[src/rtl/fwd_pkg.sv]
// Shared sizing for the execute-stage forwarding logic.
// Assumes an eight-register machine and three in-flight producer slots.
package fwd_pkg;
    localparam int REG_W  = 3;
    localparam int DATA_W = 32;
    localparam int N_SRC  = 3;
    localparam int SEL_W  = $clog2(N_SRC + 1);
endpackage

[src/rtl/fwd_match.sv]
// Compares one source register against every producer destination.
// A hit needs an enabled write and a nonzero source register.
module fwd_match #(
    parameter int RW = fwd_pkg::REG_W,
    parameter int NS = fwd_pkg::N_SRC
) (
    input  logic [RW-1:0] src,
    input  logic [RW-1:0] dst [NS],
    input  logic          we  [NS],
    output logic [NS-1:0] hit
);
    logic src_nz;

    // Register 0 is hard-wired to zero and is never bypassed.
    assign src_nz = (src != '0);

    for (genvar i = 0; i < NS; i++) begin : g_cmp
        // One comparator per producer slot.
        assign hit[i] = src_nz && we[i] && (dst[i] == src);
    end
endmodule

[src/rtl/fwd_prio.sv]
// Youngest-first priority encoder over producer hits.
// Slot 0 is the youngest. The output is the slot index plus 1, or 0 for no hit.
module fwd_prio #(
    parameter int NS = fwd_pkg::N_SRC,
    parameter int SW = fwd_pkg::SEL_W
) (
    input  logic [NS-1:0] hit,
    output logic [SW-1:0] sel
);
    // Scan oldest to youngest so that the youngest hit is written last.
    always_comb begin
        sel = '0;
        for (int i = NS - 1; i >= 0; i--) begin
            if (hit[i]) sel = SW'(i + 1);
        end
    end
endmodule

[src/rtl/fwd_operand.sv]
// Resolves one ALU operand: match, prioritise, then steer the value.
// Assumes the producer arrays are ordered youngest first.
module fwd_operand #(
    parameter int RW = fwd_pkg::REG_W,
    parameter int DW = fwd_pkg::DATA_W,
    parameter int NS = fwd_pkg::N_SRC,
    parameter int SW = fwd_pkg::SEL_W
) (
    input  logic [RW-1:0] src,
    input  logic [DW-1:0] rf,
    input  logic [RW-1:0] dst [NS],
    input  logic          we  [NS],
    input  logic [DW-1:0] val [NS],
    output logic [SW-1:0] sel,
    output logic [DW-1:0] opnd
);
    logic [NS-1:0] hit;

    fwd_match #(.RW(RW), .NS(NS)) u_match (
        .src(src), .dst(dst), .we(we), .hit(hit)
    );

    fwd_prio #(.NS(NS), .SW(SW)) u_prio (
        .hit(hit), .sel(sel)
    );

    // Value multiplexer controlled by the select code.
    always_comb begin
        opnd = rf;
        for (int i = 0; i < NS; i++) begin
            if (sel == SW'(i + 1)) opnd = val[i];
        end
    end

    // Checks of the select code against the producer inputs.
    always_comb begin
        p_zero_src_r7: assert (src != '0 || (sel == '0 && opnd == rf));
        p_rf_path_r1: assert (sel != '0 || opnd == rf);
        p_young_first_r5: assert (!(src != '0 && we[0] && dst[0] == src)
                                  || (sel == SW'(1) && opnd == val[0]));
        for (int i = 0; i < NS; i++) begin
            if (sel == SW'(i + 1)) begin
                p_sel_needs_we_r6: assert (we[i] && dst[i] == src);
            end
        end
    end
endmodule

[src/rtl/operand_fwd_unit.sv]
// Execute-stage bypass selection for two ALU operands.
// Assumes slot exm is the youngest producer, then mwb, then wbl.
// Purely combinational; the select codes also drive the ALU input muxes.
module operand_fwd_unit #(
    parameter int RW = fwd_pkg::REG_W,
    parameter int DW = fwd_pkg::DATA_W,
    parameter int SW = fwd_pkg::SEL_W
) (
    input  logic [RW-1:0] src_a,
    input  logic [RW-1:0] src_b,
    input  logic [DW-1:0] rf_a,
    input  logic [DW-1:0] rf_b,
    input  logic [RW-1:0] exm_dst,
    input  logic          exm_we,
    input  logic [DW-1:0] exm_val,
    input  logic [RW-1:0] mwb_dst,
    input  logic          mwb_we,
    input  logic [DW-1:0] mwb_val,
    input  logic [RW-1:0] wbl_dst,
    input  logic          wbl_we,
    input  logic [DW-1:0] wbl_val,
    output logic [SW-1:0] sel_a,
    output logic [SW-1:0] sel_b,
    output logic [DW-1:0] opnd_a,
    output logic [DW-1:0] opnd_b
);
    localparam int NS = fwd_pkg::N_SRC;
    localparam int NOP = 2;

    logic [RW-1:0] dst_arr [NS];
    logic          we_arr  [NS];
    logic [DW-1:0] val_arr [NS];
    logic [RW-1:0] src_arr [NOP];
    logic [DW-1:0] rf_arr  [NOP];
    logic [SW-1:0] sel_arr [NOP];
    logic [DW-1:0] op_arr  [NOP];

    // Gather the producer slots, youngest first.
    assign dst_arr[0] = exm_dst;
    assign dst_arr[1] = mwb_dst;
    assign dst_arr[2] = wbl_dst;
    assign we_arr[0]  = exm_we;
    assign we_arr[1]  = mwb_we;
    assign we_arr[2]  = wbl_we;
    assign val_arr[0] = exm_val;
    assign val_arr[1] = mwb_val;
    assign val_arr[2] = wbl_val;

    // Gather the per-operand inputs.
    assign src_arr[0] = src_a;
    assign src_arr[1] = src_b;
    assign rf_arr[0]  = rf_a;
    assign rf_arr[1]  = rf_b;

    for (genvar k = 0; k < NOP; k++) begin : g_op
        fwd_operand #(.RW(RW), .DW(DW), .NS(NS), .SW(SW)) u_opnd (
            .src(src_arr[k]), .rf(rf_arr[k]),
            .dst(dst_arr), .we(we_arr), .val(val_arr),
            .sel(sel_arr[k]), .opnd(op_arr[k])
        );
    end

    // Drive the operand outputs.
    assign sel_a  = sel_arr[0];
    assign sel_b  = sel_arr[1];
    assign opnd_a = op_arr[0];
    assign opnd_b = op_arr[1];

    // Operand B must not follow operand A's source number.
    always_comb begin
        p_indep_r8: assert (src_a != src_b || (sel_a == sel_b));
    end
endmodule

[config.mk]
export PLATFORM = sky130hd
export DESIGN_NAME = operand_fwd_unit
export DESIGN_NICKNAME = d
export VERILOG_FILES = /design/src/rtl/fwd_pkg.sv /design/src/rtl/fwd_match.sv /design/src/rtl/fwd_prio.sv /design/src/rtl/fwd_operand.sv /design/src/rtl/operand_fwd_unit.sv
export SDC_FILE = /design/constraint.sdc
export NUM_CORES = 1
export LEC_CHECK = 0
export BUFFER_PORTS_ARGS = -buffer_cell sky130_fd_sc_hd__buf_2
export CORE_AREA = 2 2 94 96
export DETAILED_ROUTE_END_ITERATION = 10
export DIE_AREA = 0 0 96 98
export PLACE_DENSITY = 0.68
export RECOVER_POWER = 100
export SETUP_SLACK_MARGIN = 0.05
export SLEW_MARGIN = 15
export SYNTH_ARGS = -nofsm -noshare
export SYNTH_HDL_FRONTEND = slang
export SYNTH_HIERARCHICAL = 1
export SYNTH_SLANG_ARGS = --single-unit
[constraint.sdc]
create_clock -name vclk -period 2.9
set_clock_uncertainty 0.15 [all_clocks]
set_input_delay 0.435 -clock vclk [all_inputs]
set_output_delay 0.435 -clock vclk [all_outputs]
set_load 0.05 [all_outputs]
Yosys cells after proc, flatten, opt, wreduce, memory -nomap -nowiden
Index checks and enable logic that the tools add are counted.

operators by class
  equality and inequality tests = 12
  mux-type cells = 12
  reduce and logical (&&, ||, !) cells = 14

operator list
  cell                                           count
  two-way mux 32 bit                             6
  == test 3 bit                                  6
  logical AND 1 bit                              12
  two-way mux 2 bit                              6
  == test 2 bit, second input constant           4
  nonzero test 3 bit                             2
  == test 2 x 1 -> 1 bit, second input constant  2

word-level totals
  word-level logic and storage cells = 38
  output and inout port bits = 68
  register bits after elaboration = 0

Logic depth before layout (Yosys ltp)
Gate-level depths: netlist of the first run.

  depth after elaboration = 10
  mapped depth = 9

Cells and area by module
The synthesis of the first run kept the hierarchy.

modules (own cells, without submodules)
  module       cells each  sequential area each (um2)  area an instance (um2)  times used
  fwd_operand  39          0.0                         814.5                   2
  fwd_match    23          0.0                         146.4                   2
  fwd_prio     4           0.0                         18.8                    2

Worst setup path before layout of the first run
Ideal clock, no wire load.

  path kind = input to output
  start = input src_a[2]
  end = output opnd_a[0]
  required time = 2.315 ns
  arrival = 2.772 ns
  stages = 8
  slack = -0.457 ns
  cell sequence = buf_2 or2_1 a21oi_1 nor4_1 nor2_1 nor2_1 buf_2 mux4_2

between the ends
  longest elaborated chain between the ends = 10
  elaborated cells between the ends (all ways) = 19
  classes of those cells = 6 x eq/ne; 6 x mux; 7 x reduce/logical

RTL lines
  item                                 line                    text
  from (decl)                          operand_fwd_unit.sv:9   input logic [RW-1:0] src_a,
  nonzero test 3 bit                   fwd_match.sv:15         assign src_nz = (src != '0);
  logical AND 1 bit                    fwd_match.sv:19         assign hit[i] = src_nz && we[i] && (dst[i] == src);
  logical AND 1 bit (*)                fwd_match.sv:19
  net g_op[0].u_opnd.hit[2]            fwd_operand.sv:17       logic [NS-1:0] hit;
  two-way mux 2 bit (*) (3 in series)  fwd_prio.sv:14          if (hit[i]) sel = SW'(i + 1);
  net sel_a[1]                         operand_fwd_unit.sv:22  output logic [SW-1:0] sel_a,
  == test 2 x 1 -> 1 bit               fwd_operand.sv:31       if (sel == SW'(i + 1)) opnd = val[i];
  two-way mux 32 bit (2 in series)     fwd_operand.sv:31
  two-way mux 32 bit (*)               fwd_operand.sv:31
  to (decl)                            operand_fwd_unit.sv:24  output logic [DW-1:0] opnd_a,

Mark *: on every way through the listed nets, which the timed path passes. The rest lies on a longest branch.

Final worst setup path of the first run
  start = input exm_dst[2]
  end = output opnd_a[14]

between the ends
  longest elaborated chain between the ends = 7
  elaborated cells between the ends (all ways) = 9
  classes of those cells = 4 x eq/ne; 4 x mux; 1 x reduce/logical

RTL lines
  item                              line                    text
  from (decl)                       operand_fwd_unit.sv:13  input logic [RW-1:0] exm_dst,
  == test 3 bit (*)                 fwd_match.sv:19
  logical AND 1 bit (*)             fwd_match.sv:19
  net g_op[0].u_opnd.hit[0]         fwd_operand.sv:17
  two-way mux 2 bit (*)             fwd_prio.sv:14
  == test 2 x 1 -> 1 bit            fwd_operand.sv:31
  two-way mux 32 bit (2 in series)  fwd_operand.sv:31
  two-way mux 32 bit (*)            fwd_operand.sv:31

Marked as above.

==> results.txt, run 1 <==
Leakage = 1.82 nW
Post-CTS Hold Buffers = 0
# diodes = 0
DR DRC count = 0
Top delay family on crit path = compound AO/OA/AOI/OAI gates
DP Worst Slack = -0.199 ns
Die Y = 98 um
# IOs = 246
GP Congestion = 0.867
min Tclk post-route = 3.03 ns
grt total ovfl = 0
sequential cell area fraction in the yosys report = 0%
Slew Limit Headroom = 74.4%
1st-iter DRT viols = 82
Slew Limit Fails = 0
fin nets = 573
RSZ-0062 raised after global routing = true
DRT antenna net count = 0
fillers = 795
routed wire length = 9710 um
syn nets = 310
PortBufs = 246
critical setup path kind = input port to output port
startpoint types = input port
Synth top area share = 69.0%
Synth area leaders = mux4_2, buf_12, mux4_1, xor2_1, buf_2
Initial Utilization = 23.1%
Hold WS = 1.17 ns
Post-DP HPWL = 7750 um
post-synth cell types = 19
area delta synth->final = 107%
drt pass-1 iters = 4
fin area = 4050 um^2
Final Non-Filler Cells = 501
post-synth top area cell = mux4_2
crit-path cells = buf_8 -> or3b_4 -> a211o_1 -> a21oi_2 -> a21o_4 -> clkbuf_16 -> mux4_2 -> buf_6
width of the die = 96 um
Seq Cell Count = 0
layout cell share with drive strength beyond 1 = 89.3%
die footprint = 9410 um^2
# clk buffers = 0
total number of vias = 2529
setup TNS = -6.09 ns
Sequential Area = 0 um^2
GR Util All Layers = 17.8%
post-DR vias/cell = 5.05
slowest CP cell = mux4_2
fin crit share = 104%
peak supply drop = 0.107 mV
WP buf/inv = 3
CP Data Arrival Time = 2.44 ns
Hold WC Path Type = input port to output port
Max-cap violations = 0
dpl cell area = 3410 um^2
synthesized instance count = 132
critical path capture point type = output port
Pwr Density = 322 nW/um^2
Final setup viols = 64
pin count of the biggest net entering global routing = 22
first-pass GRT wire length = 13200 um
routed length per instance = 19.4 um
initial antenna violation count = 0
final setup margin = -0.126 ns
Syn. warnings = 6
CP peak stage delay = 0.50 ns
# rows = 34
Worst Path Required = 2.32 ns
CP max FO = 6
Final Hold Fails = 0
fmax = 330 MHz
vias in the first global route = 2676
total core area = 8470 um^2
Post-Syn Area = 1960 um^2
Placed Cells = 492
status = finished with violations
failing checks = setup timing
synthesized area per cell = 14.8 um^2
Worst Tran Pin Value = 0.380 ns
cell type report:
| cell class | instances | area, um^2 | area share [%] |
|---|---|---|---|
| timing repair buffer | 277 | 2100 | 51.9 |
| multi-input combinational | 108 | 1780 | 44.0 |
| tap | 108 | 135 | 3.34 |
| inverter | 8 | 30.0 | 0.742 |
metal layers:
layer / up-vias / global-route usage [%] / wire length, um
li1: 1120 / - / -
met1: 1266 / 18.8 / 3260
met2: 139 / 37.7 / 5730
met3: 4 / 2.01 / 668
met4: 0 / 1.10 / 51
met5: - / 0 / 0
synthesized netlist by cell type:
cell type / number
buf_12: 6
o21ai_0: 4
a211o_1: 2
a21oi_2: 2
nand2_1: 4
mux4_1: 4
xnor2_1: 4
xor2_1: 8
or3b_1: 2
a21oi_1: 4
nor2_1: 4
nor4_1: 4
inv_1: 8
buf_2: 8
buf_6: 2
nand3_1: 2
mux4_2: 60
a21o_1: 2
or2_1: 2
through the flow:
| stage | utilization (%) | total power (W) |
|---|---|---|
| 2_1_floorplan | - | 0.000777 |
| 3_3_place_gp | 40.3 | 0.00106 |
| 3_5_place_dp | 40.3 | 0.00108 |
| 4_1_cts | 46.0 | 0.00127 |
| 5_1_grt | 47.8 | 0.00136 |
| 6_report | 47.8 | 0.00131 |
cell usage in the layout, fill, tap and decap left out, drive strengths merged, types with 4 or more instances in the layout:
cell type and n:
buf 270, mux4 64, xor2 8, inv 8, clkbuf 7, a21oi 6, xnor2 4, nand2 4
o21ai 4, nor4 4, nor2 4
power by group:
group          switching, W  internal [W]
Sequential                0             0
Combinational      0.000725      0.000580
Clock                     0             0
cells by family after synthesis:
family | share of synthesized area [%]
AOI/OAI and AO/OA | 4.60
xor gates and xnor gates | 5.36
buffers and inverters | 10.9
muxes | 74.3
and+or+nand+nor | 4.85
repair_timing:
action	in CTS	in global routing
cloned	1	4
setup endpoints to repair	64	64
hold endpoints to repair	0	0
setup buffers	1	3
pin swaps	0	2
gates resized for setup	141	10
tightest hold or removal path: stages:
cell and delay, ns:
buf_2 0.07, mux4_2 0.22, buf_6 0.15
worst paths after layout:
check,startpoint,end,slack [ns],depth (start not counted)
setup / recovery,exm_dst[2],opnd_a[14],-0.13,8
hold / removal,rf_a[2],opnd_a[2],1.17,3
Note: power is estimated with default switching activity, not from simulation.
==> run 2, diff against run 1 <==
RECOVER_POWER = 50   (was 100)
TNS_END_PERCENT = 1   (was unset)
==> run 2 against run 1 <==
Net effect: first-iteration DRC count rose by 13%; die area is the same; global-route usage hardly changed; the flow still finishes with violations (setup timing); fmax decreased by 0.55%; sequential share of layout area stayed put; critical path depth stayed put; highest routed layer unchanged.
==> results.txt, run 2 (same netlist as run 1, synthesis figures left out) <==
max layer used = met4 (unchanged)
min Tclk post-route = 3.04 ns (was 3.03 ns)
drt pass-1 iters = 4 (unchanged)
routed wire length = 9300 um (was 9710 um)
Final setup viols = 64 (unchanged)
WL met3 = 551 um (was 668 um)
PortBufs = 246 (unchanged)
CP max FO = 16 (was 6)
Gate power share = 100.0% (about the same)
vias in the first global route = 2608 (was 2676)
fin crit share = 105% (was 104%)
fin nets = 568 (was 573)
first-pass GRT wire length = 13200 um (about the same)
Worst path depth = 8 (unchanged)
WP buf/inv = 3 (unchanged)
critical path capture point type = output port (unchanged)
Switching Fraction = 56.3% (was 55.6%)
Sequential Area = 0 um^2 (unchanged)
post-DR vias/cell = 5.09 (was 5.05)
DRT antenna net count = 0 (unchanged)
most frequent cells in the layout = buf_2, mux4_2, buf_6 (unchanged)
GP Congestion = 0.822 (was 0.867)
final setup margin = -0.142 ns (was -0.126 ns)
fmax = 329 MHz (was 330 MHz)
CP Launch Point = exm_dst[2] (unchanged)
critical setup path kind = input port to output port (unchanged)
peak supply drop = 0.169 mV (was 0.107 mV)
grt total ovfl = 0 (unchanged)
total core area = 8470 um^2 (unchanged)
Seq Cell Count = 0 (unchanged)
Die Y = 98 um (unchanged)
CP peak stage delay = 0.56 ns (was 0.50 ns)
Initial Utilization = 23.1% (unchanged)
DP Worst Slack = -0.259 ns (was -0.199 ns)
Slew Limit Headroom = 82.3% (was 74.4%)
Max-cap violations = 0 (unchanged)
Slew Limit Fails = 0 (unchanged)
met2 WL = 5090 um (was 5730 um)
Power, Total = 0.00126 W (was 0.00131 W)
fin area = 3900 um^2 (was 4050 um^2)
commonest non-fill, non-tap cell in the layout = buf_2 (unchanged)
Reg power frac = 0% (about the same)
Pwr Density = 323 nW/um^2 (was 322 nW/um^2)
Leakage = 1.75 nW (was 1.82 nW)
P_int = 0.000550 W (was 0.000580 W)
CP Data Arrival Time = 2.46 ns (was 2.44 ns)
DR DRC count = 0 (unchanged)
die footprint = 9410 um^2 (unchanged)
wire length on met1 = 3410 um (was 3260 um)
Top delay family on crit path = compound AO/OA/AOI/OAI gates (unchanged)
startpoint types = input port (unchanged)
slowest CP cell = mux4_2 (unchanged)
status = finished with violations (unchanged)
Clock power frac = 0% (about the same)
GR Util All Layers = 17.8% (about the same)
crit-path cells = buf_2 -> or3b_1 -> a211o_1 -> a21oi_2 -> a21o_4 -> buf_12 -> mux4_2 -> buf_6 (was buf_8 -> or3b_4 -> a211o_1 -> a21oi_2 -> a21o_4 -> clkbuf_16 -> mux4_2 -> buf_6)
routed length per instance = 18.6 um (was 19.4 um)
total number of vias = 2539 (was 2529)
failing checks = setup timing (unchanged)
dpl cell area = 3450 um^2 (was 3410 um^2)
1st-iter DRT viols = 93 (was 82)
Post-DP HPWL = 8240 um (was 7750 um)
Final Hold Fails = 0 (unchanged)
Worst Setup EP = opnd_a[10] (was opnd_a[14])
Worst Path Required = 2.32 ns (about the same)
Hold WC Path Type = input port to output port (unchanged)
Post-CTS Hold Buffers = 0 (unchanged)
layout cell share with drive strength beyond 1 = 88.9% (was 89.3%)
initial antenna violation count = 3 (was 0)
width of the die = 96 um (unchanged)
# IOs = 246 (unchanged)
area delta synth->final = 98.9% (was 107%)
NetSw = 0.000709 W (was 0.000725 W)
pin count of the biggest net entering global routing = 22 (unchanged)
# clk buffers = 0 (unchanged)
RSZ-0062 raised after global routing = true (unchanged)
Worst Tran Pin Value = 0.263 ns (was 0.380 ns)
# rows = 34 (unchanged)
==> run 2: per-layer routing <==
metal / vias to the layer above / global-route usage (%)
li1: 1111 / -
met1: 1266 / 21.3
met2: 143 / 33.2
met3: 19 / 1.31
met4: 0 / 5.60
met5: - / 0
==> run 2: what timing repair did <==
item / 4_1_cts / 5_1_grt
buffers inserted: 0 / 0
endpoints found under the hold margin: 0 / 0
gates cloned: 1 / 0
pin swaps: 1 / 0
gates resized for setup: 130 / 1
setup endpoints to repair: 64 / 64
==> run 2: tightest hold or removal path, stage by stage <==
cell and delay (ns):
buf_2 0.07, mux4_2 0.23, buf_6 0.15
==> run 2: final cells by class <==
cell class | count | area (um^2)
antenna | 3 | 7.51
tap | 108 | 135
timing repair buffer | 272 | 1940
inverter | 8 | 30.0
multi-input combinational | 108 | 1780
fill | 801 | 4570
==> run 2: how the worst min path moves through the flow <==
stage | startpoint | endpoint | slack (ns) | depth (start not counted)
after CTS | rf_a[2] | opnd_a[2] | 1.17 | 3
after global routing | rf_b[20] | opnd_b[20] | 1.18 | 3
final | rf_a[6] | opnd_a[6] | 1.17 | 3
after detailed placement | rf_a[2] | opnd_a[2] | 1.25 | 3
after floorplan | exm_we | sel_a[0] | 1.06 | 3
after global placement | rf_b[27] | opnd_b[27] | 1.25 | 3
==> run 2: power by group through the flow <==
stage               Sequential, W  Combinational, W       Clock (W)
floorplan                       0          0.000772               0
global placement                0           0.00107               0
detailed placement              0           0.00108               0
CTS                             0           0.00126               0
global route                    0           0.00131  0.000000000138
finish                          0           0.00126  0.000000000138
==> run 2: metrics by stage <==
step	cells	TNS [ns]	hold slack (ns)	util (%)
2_1_floorplan	132	-14.44	1.06	-
3_3_place_gp	495	-8.37	1.25	40.7
3_5_place_dp	495	-10.96	1.25	40.7
4_1_cts	496	-7.08	1.17	45.9
5_1_grt	499	-10.79	1.18	46.0
6_report	499	-5.93	1.17	46.0
==> run 3, diff against run 2 <==
GPL_ROUTABILITY_DRIVEN = 0   (was unset)
PLACE_DENSITY = unset   (was 0.68)
PLACE_DENSITY_LB_ADDON = 0.2   (was unset)
==> run 3 against run 2 <==
Net effect: the flow still finishes with violations (setup timing); non-clock buffer count decreased by 1; critical path depth unchanged; setup slack got worse by 0.0037 ns; fmax decreased by 0.12%; first-iteration DRC count decreased by 55%; utilization increased by 0.19 points; power increased by 0.23%; via count down 3.4%; die area unchanged; count of clock-buffer cells in the layout unchanged; cell count down 0.60%; critical endpoint is now opnd_b[14]; highest routed layer unchanged.
==> results.txt, run 3 (same netlist as run 1, synthesis figures left out) <==
fin crit share = 105% (about the same)
total core area = 8470 um^2 (unchanged)
initial antenna violation count = 1 (was 3)
vias in the first global route = 2588 (was 2608)
most frequent cells in the layout = buf_2, mux4_2, buf_6 (unchanged)
Hold WC Path Type = input port to output port (unchanged)
# rows = 34 (unchanged)
layout cell share with drive strength beyond 1 = 88.4% (was 88.9%)
post-DR vias/cell = 4.94 (was 5.09)
final setup margin = -0.146 ns (was -0.142 ns)
Placed Cells = 493 (was 495)
first-pass GRT wire length = 13100 um (was 13200 um)
PortBufs = 246 (unchanged)
startpoint types = input port (unchanged)
total number of vias = 2452 (was 2539)
area delta synth->final = 99.7% (was 98.9%)
# clk buffers = 0 (unchanged)
dpl cell area = 3430 um^2 (was 3450 um^2)
routed length per instance = 18.2 um (was 18.6 um)
commonest non-fill, non-tap cell in the layout = buf_2 (unchanged)
pin count of the biggest net entering global routing = 21 (was 22)
GR Util All Layers = 17.6% (was 17.8%)
DRT antenna net count = 0 (unchanged)
Worst path most repeated cell = buf_8
Worst Path Required = 2.32 ns (about the same)
failing checks = setup timing (unchanged)
Sequential Area = 0 um^2 (unchanged)
# IOs = 246 (unchanged)
RSZ-0062 raised after global routing = true (unchanged)
crit-path cells = buf_8 -> or3b_1 -> a211o_1 -> a21oi_2 -> a21o_4 -> buf_12 -> mux4_2 -> buf_8 (was buf_2 -> or3b_1 -> a211o_1 -> a21oi_2 -> a21o_4 -> buf_12 -> mux4_2 -> buf_6)
status = finished with violations (unchanged)
Max-cap violations = 0 (unchanged)
Final Non-Filler Cells = 496 (was 499)
Leakage = 1.76 nW (was 1.75 nW)
fin area = 3910 um^2 (was 3900 um^2)
Post-DP HPWL = 7640 um (was 8240 um)
Initial Utilization = 23.1% (unchanged)
CP Data Arrival Time = 2.46 ns (about the same)
CP max FO = 7 (was 16)
CP peak stage delay = 0.54 ns (was 0.56 ns)
slowest CP cell = mux4_2 (unchanged)
Post-CTS Hold Buffers = 0 (unchanged)
fin nets = 567 (was 568)
critical path capture point type = output port (unchanged)
grt total ovfl = 0 (unchanged)
die footprint = 9410 um^2 (unchanged)
Final Hold Fails = 0 (unchanged)
width of the die = 96 um (unchanged)
Pwr Density = 323 nW/um^2 (about the same)
Seq Cell Count = 0 (unchanged)
routed wire length = 9010 um (was 9300 um)
Slew Limit Headroom = 77.6% (was 82.3%)
Slew Limit Fails = 0 (unchanged)
Power, Total = 0.00126 W (about the same)
fmax = 328 MHz (was 329 MHz)
min Tclk post-route = 3.05 ns (was 3.04 ns)
critical setup path kind = input port to output port (unchanged)
drt pass-1 iters = 4 (unchanged)
1st-iter DRT viols = 42 (was 93)
DR DRC count = 0 (unchanged)
Die Y = 98 um (unchanged)
Worst Tran Pin Value = 0.333 ns (was 0.263 ns)
Final setup viols = 64 (unchanged)
peak supply drop = 0.119 mV (was 0.169 mV)
## run 3: per-stage QoR
step	setup slack [ns]	TNS (ns)	util, %	hold WS, ns
5_1_grt	-0.237	-12.16	46.2	1.18
3_3_place_gp	-0.175	-8.35	40.5	1.25
3_5_place_dp	-0.185	-8.99	40.5	1.25
2_1_floorplan	-0.236	-14.44	-	1.06
4_1_cts	-0.163	-6.39	45.7	1.17
6_report	-0.146	-5.90	46.2	1.17
## run 3: final timing paths
kind              startpoint          to  slack, ns  cells after the start
setup / recovery    src_b[2]  opnd_b[14]      -0.15                      8
hold / removal      rf_a[25]  opnd_a[25]       1.17                      3
## run 3: critical path, delay by kind of cell
kind	cells	cell delay, ns
AND/OR/NAND/NOR	1	0.37
buffers and inverters	3	0.43
multiplexers	1	0.54
AO/OA/AOI/OAI	3	0.67
## run 3: cell type report
class | count | area [um^2]
fill | 802 | 4550
timing repair buffer | 271 | 1980
multi-input combinational | 108 | 1770
tap | 108 | 135
inverter | 8 | 30.0
antenna | 1 | 2.50
## run 3: report_power, final
group | leakage (nW) | internal [W] | total, W | switching, W
Clock | 0.00000634 | 0.0000000000462 | 0.0000000000463 | 0
Combinational | 1.76 | 0.000557 | 0.00126 | 0.000705
Sequential | 0 | 0 | 0 | 0
## run 3: metal layers
layer | track usage (%) | up-vias | part of all wire, %
li1 | - | 1104 | -
met1 | 20.9 | 1211 | 37
met2 | 34.4 | 133 | 56
met3 | 1.54 | 4 | 6.4
met4 | 1.76 | 0 | 0.40
met5 | 0 | - | 0
## run 3: what timing repair did
item | in CTS | in global routing
setup endpoints to repair | 64 | 64
cloned | 1 | 1
gates resized for setup | 126 | 14
buffers inserted | 1 | 0
pin swaps | 2 | 3
